File: src/rtl/sru_pkg.sv
`timescale 1ns/1ps
package sru_pkg;

  localparam int WORD_W = 16;
  localparam int BYTE_W = 8;
  localparam int HIGH_W = WORD_W - BYTE_W;

  typedef enum logic [2:0] {
    OP_ROL  = 3'd0,
    OP_ROR  = 3'd1,
    OP_RLC  = 3'd2,
    OP_RRC  = 3'd3,
    OP_SAR  = 3'd4,
    OP_SHL  = 3'd5,
    OP_SHR  = 3'd6,
    OP_HOLD = 3'd7
  } sru_op_e;

  // Mask that keeps only the bits of the selected width.
  function automatic logic [WORD_W-1:0] width_mask(input logic wide);
    return wide ? {WORD_W{1'b1}} : {{HIGH_W{1'b0}}, {BYTE_W{1'b1}}};
  endfunction

  // Most significant bit of the active width.
  function automatic logic top_bit(input logic [WORD_W-1:0] v, input logic wide);
    return wide ? v[WORD_W-1] : v[BYTE_W-1];
  endfunction

  // Operations that move bits toward the most significant position.
  function automatic logic moves_left(input sru_op_e op);
    return (op == OP_ROL) || (op == OP_RLC) || (op == OP_SHL);
  endfunction

endpackage

File: src/rtl/sru_step.sv
`timescale 1ns/1ps
module sru_step
  import sru_pkg::*;
(
  input  logic [WORD_W-1:0] val_i,
  input  logic              wide_i,
  input  sru_op_e           op_i,
  input  logic              cy_i,
  output logic [WORD_W-1:0] val_o,
  output logic              cy_o
);

  logic              msb;
  logic              lsb;
  logic              fill_lo;
  logic              fill_hi;
  logic [WORD_W-1:0] left_v;
  logic [WORD_W-1:0] right_v;

  always_comb begin
    msb = top_bit(val_i, wide_i);
    lsb = val_i[0];
    unique case (op_i)
      OP_ROL:  fill_lo = msb;
      OP_RLC:  fill_lo = cy_i;
      default: fill_lo = 1'b0;
    endcase
    unique case (op_i)
      OP_ROR:  fill_hi = lsb;
      OP_RRC:  fill_hi = cy_i;
      OP_SAR:  fill_hi = msb;
      default: fill_hi = 1'b0;
    endcase
  end

  // Per-bit source selection for both directions.
  for (genvar i = 0; i < WORD_W; i++) begin : g_bit
    if (i == 0) begin : g_lo
      assign left_v[i] = fill_lo;
    end else begin : g_lo_mid
      assign left_v[i] = val_i[i-1];
    end
    if (i == WORD_W - 1) begin : g_hi
      assign right_v[i] = fill_hi;
    end else if (i == BYTE_W - 1) begin : g_hi_byte
      assign right_v[i] = wide_i ? val_i[i+1] : fill_hi;
    end else begin : g_hi_mid
      assign right_v[i] = val_i[i+1];
    end
  end

  always_comb begin
    if (op_i == OP_HOLD) begin
      val_o = val_i;
      cy_o  = cy_i;
    end else if (moves_left(op_i)) begin
      val_o = left_v & width_mask(wide_i);
      cy_o  = msb;
    end else begin
      val_o = right_v & width_mask(wide_i);
      cy_o  = lsb;
    end
  end

endmodule

File: src/rtl/sru_ctrl.sv
`timescale 1ns/1ps
module sru_ctrl #(
  parameter int CNT_W = 5
) (
  input  logic             clk,
  input  logic             rst_n,
  input  logic             start_i,
  input  logic [CNT_W-1:0] count_i,
  output logic             load_o,
  output logic             step_o,
  output logic             last_o,
  output logic             running_o,
  output logic             done_o
);

  logic             running_q;
  logic             done_q;
  logic [CNT_W-1:0] left_q;

  assign load_o    = start_i && !running_q;
  assign step_o    = running_q;
  assign last_o    = running_q && (left_q == CNT_W'(1));
  assign running_o = running_q;
  assign done_o    = done_q;

  always_ff @(posedge clk) begin
    if (!rst_n) begin
      running_q <= 1'b0;
      done_q    <= 1'b0;
      left_q    <= '0;
    end else begin
      done_q <= 1'b0;
      if (load_o) begin
        if (count_i == '0) begin
          done_q <= 1'b1;
        end else begin
          running_q <= 1'b1;
          left_q    <= count_i;
        end
      end else if (step_o) begin
        left_q <= left_q - CNT_W'(1);
        if (last_o) begin
          running_q <= 1'b0;
          done_q    <= 1'b1;
        end
      end
    end
  end

endmodule

File: src/rtl/shift_rotate_unit.sv
`timescale 1ns/1ps
module shift_rotate_unit
  import sru_pkg::*;
#(
  parameter int CNT_W = 5
) (
  input  logic             clk,
  input  logic             rst_n,
  input  logic             start,
  input  logic [2:0]       op,
  input  logic             wide,
  input  logic [15:0]      operand,
  input  logic [CNT_W-1:0] count,
  input  logic             carry_in,
  output logic [15:0]      result,
  output logic             carry_out,
  output logic             done
);

  logic              load_fire;
  logic              step_fire;
  logic              last_step;
  logic              running;
  logic [WORD_W-1:0] val_q;
  logic              cy_q;
  sru_op_e           op_q;
  logic              wide_q;
  logic [WORD_W-1:0] step_val;
  logic              step_cy;

  sru_ctrl #(.CNT_W(CNT_W)) u_ctrl (
    .clk       (clk),
    .rst_n     (rst_n),
    .start_i   (start),
    .count_i   (count),
    .load_o    (load_fire),
    .step_o    (step_fire),
    .last_o    (last_step),
    .running_o (running),
    .done_o    (done)
  );

  sru_step u_step (
    .val_i  (val_q),
    .wide_i (wide_q),
    .op_i   (op_q),
    .cy_i   (cy_q),
    .val_o  (step_val),
    .cy_o   (step_cy)
  );

  always_ff @(posedge clk) begin
    if (!rst_n) begin
      val_q  <= '0;
      cy_q   <= 1'b0;
      op_q   <= OP_HOLD;
      wide_q <= 1'b0;
    end else if (load_fire) begin
      val_q  <= operand & width_mask(wide);
      cy_q   <= carry_in;
      op_q   <= sru_op_e'(op);
      wide_q <= wide;
    end else if (step_fire) begin
      val_q <= step_val;
      cy_q  <= step_cy;
    end
  end

  assign result    = val_q;
  assign carry_out = cy_q;

endmodule

File: config.mk
export PLATFORM = sky130hd
export DESIGN_NAME = shift_rotate_unit
export DESIGN_NICKNAME = d
export VERILOG_FILES = /design/src/rtl/sru_pkg.sv /design/src/rtl/sru_step.sv /design/src/rtl/sru_ctrl.sv /design/src/rtl/shift_rotate_unit.sv
export SDC_FILE = /design/constraint.sdc
export NUM_CORES = 1
export LEC_CHECK = 0
export BUFFER_PORTS_ARGS = -buffer_cell sky130_fd_sc_hd__buf_2
export CAP_MARGIN = 20
export CORE_ASPECT_RATIO = 1.25
export CORE_UTILIZATION = 30
export CTS_BUF_LIST = sky130_fd_sc_hd__clkbuf_2
export DETAILED_ROUTE_END_ITERATION = 7
export PLACE_DENSITY = 0.59
export REMOVE_ABC_BUFFERS = 1
export SETUP_SLACK_MARGIN = 0.3
export SLEW_MARGIN = 20
export SYNTH_ARGS = -nofsm -noshare
export SYNTH_HDL_FRONTEND = slang
export SYNTH_SLANG_ARGS = --single-unit
File: constraint.sdc
create_clock -name clk -period 4.2 [get_ports clk]
set_input_delay 0 -clock clk [delete_from_list [all_inputs] [get_ports clk]]
set_output_delay 0 -clock clk [all_outputs]
set_load 0.01 [all_outputs]
==> impl_metrics.toml <==
[timing]
slew_headroom_pct = 35.7
hold_ws_ns = 0.0149
finClkSkew_ns = 0.00386
finalHoldViolCount = 0
slew_viol_final = 0
max_freq_mhz = 405
finalCritPeriodShare_pct = 58.9
rsz0062_at_grt = "no"
worst_slack_ns = 1.73
tightest_slew_ns = 0.964
setup_viol = 0
min_period_ns = 2.47
final.setup.tns_ns = 0

[floorplanning]
fp.coreArea_sq_mm = 0.00515
die_h_um = 84.2
num_rows = 29
pin_count = 47
die_x_um = 67.8
initial_core_util_pct = 31.5
dieArea_sq_mm = 0.00571

[synth]
synth_area_sq_mm = 0.00162
yosys-top-cells-area = "dfxtp_1 35%, nand3_1 6.2%, mux2i_1 4.9%"
yosys.area.top_type_share_pct = 34.5
synth-main-ff-cell = "dfxtp_1"
ys_seq_elements = 28
synth_enable_flop_cells = 0
yosys_warnings = 0
seq_area_frac_synth_pct = 34.5
syn_avg_cell_area_sq_um = 8.72
yosysTopAreaCell = "dfxtp_1"
ys_types = 44
synth_commonest_cells = "28 x dfxtp_1, 20 x nand3_1, 14 x nand2_1"
syn_inst = 186
yosysMostFrequentCell = "dfxtp_1"
synthArstFlopShare_pct = 0

[cts]
htreeDepth = 1
cts_made_buffers = 3
cts_hold_repair.buffers = 31
clockBufferDepth = 2
insertion_delay_ns = 0.35
cts_sinks = 28
postCtsSetupBuffers = 0
clock-root-buffer = "clkbuf_2"
ctsResizeCount = 0
clkSlewWorstSetupHoldPaths_ns = 0.25
cts_tree = "built"

[worst_setup_path]
timing.rr.end = "result[10]$_SDFFE_PN0P_"
crit_arrival_ns = 2.71
required_ns = 4.43
worstSetupPathType = "reg -> reg"
start_kind = "register"
cp-end-kind = "register"
crit_slowest_cell = "nand2b_1"
rr_worst_depth = 4
cp_slowest_stage_delay_ns = 0.81
crit_start = "u_ctrl.running_o$_SDFFE_PN0P_"
worstPathCellList = "nand2b_1 -> o21ai_2 -> o21ai_0 -> a31oi_1"
crit_fanout = 25
crit-reg2reg-launch = "u_ctrl.running_o$_SDFFE_PN0P_"
ff2ff_setup_slack_ns = 1.73
worstSetupEndpoint = "result[10]$_SDFFE_PN0P_"

[final_layout]
nNetsFinal = 284
design_area_sq_mm = 0.00218
n_antenna_cell = 0
synthToLayoutAreaGrowth_pct = 34.3
drive_gt1_share_pct = 26.6
fin_cells = 314
utilization_pct = 42.3

[power]
ir_drop_v = 0.000107
power_mw = 0.608
leakage_nw = 0.895
power_density_mw_per_mm2 = 279

[routing]
viasPerCell = 5.19
first_pass_iters = 4
drc = 0
vias = 1630
drt_iter0_markers = 82
wl_per_cell_um = 13.8
finalWirelength_mm = 4.33
antenna_left = 0

[global_routing]
grtUsageTotal_pct = 15.7
grt_max_degree = 26
grt_pass1_wl_mm = 7.00
grt_pass1_vias = 1547
antenna_found_initial = 0
gr-total-overflow = 0

[placed_design]
placed_cells = 279
post_dp_cell_area_sq_mm = 0.00185
portBuffers = 46
dpl_worst_slack_ns = 1.77
hpwlAfterDp_mm = 2.82
gp_congestion = 0.754

[run_status]
status = "completed"

[flow_run]
cap_violations = 0

[hold_path]
min-delay-path-class = "in -> reg"
## power by group
| part | total, mW | internal, mW | switching (mW) |
|---|---|---|---|
| sequential | 0.326 | 0.293 | 0.0333 |
| combinational | 0.183 | 0.0903 | 0.0925 |
| clock | 0.0987 | 0.0207 | 0.0780 |
## critical path, delay by kind of cell (launching register included)
kind,cells,cell delay (ns)
AO/OA/AOI/OAI,3,0.89
AND/OR/NAND/NOR,1,0.81
flip-flops,1,0.65
## how the worst min path moves through the flow
stage                  start                            end  slack, ns  depth (start not counted)
floorplan              rst_n           op_q[0]$_SDFFE_PN1P_       0.07                          1
global placement       op[2]           op_q[2]$_SDFFE_PN1P_       0.21                          3
detailed placement     op[0]           op_q[0]$_SDFFE_PN1P_       0.22                          3
CTS                 count[2]  u_ctrl.left_q[2]$_SDFFE_PN0P_      0.004                          3
global route        count[2]  u_ctrl.left_q[2]$_SDFFE_PN0P_      0.002                          3
finish              count[2]  u_ctrl.left_q[2]$_SDFFE_PN0P_       0.01                          3
## cell type report
type / instances / area, sq um
clock buffers: 3 / 15.0
clock inverters: 1 / 3.75
fillers: 557 / 2970
inverters: 5 / 18.8
multi-input cells: 137 / 956
flip-flops and latches: 28 / 561
well taps: 62 / 77.6
repair buffers: 78 / 548
## layer usage
layer | global-route usage, % | vias to the layer above | wire length [um]
met1 | 19.5 | 761 | 2010
met5 | 0 | - | 0
met4 | 5.87 | 0 | 53
li1 | - | 837 | -
met2 | 27.1 | 26 | 2180
met3 | 1.22 | 6 | 82
## cells in the final DEF (no fill, tap or decap), drive strengths merged, types with 7 or more instances in the layout
master,count
nand2,14
nand3,20
dfxtp,28
a21oi,11
buf,47
o221ai,7
nor2,7
dlygate4sd3,31
a31oi,10
o21ai,13
mux2i,8
mux2,9
## cell families (layout without fill, tap and decap cells)
kind of cell,Yosys count,in the layout,synth area share (%)
DFF,28,28,34.5
adders and majority gates,2,2,1.54
buffers and inverters,21,87,6.55
AOI/OAI and AO/OA,58,58,25.0
and+or+nand+nor,57,57,19.1
muxes,17,17,11.6
xor gates and xnor gates,3,3,1.62
## state kept, by name, summed over array words and instances (netlist names)
name,cells
carry_out,1
op_q,3
result,16
u_ctrl.done_o,1
u_ctrl.left_q,5
u_ctrl.running_o,1
wide_q,1
No activity file was read; power rests on OpenSTA's default activity.
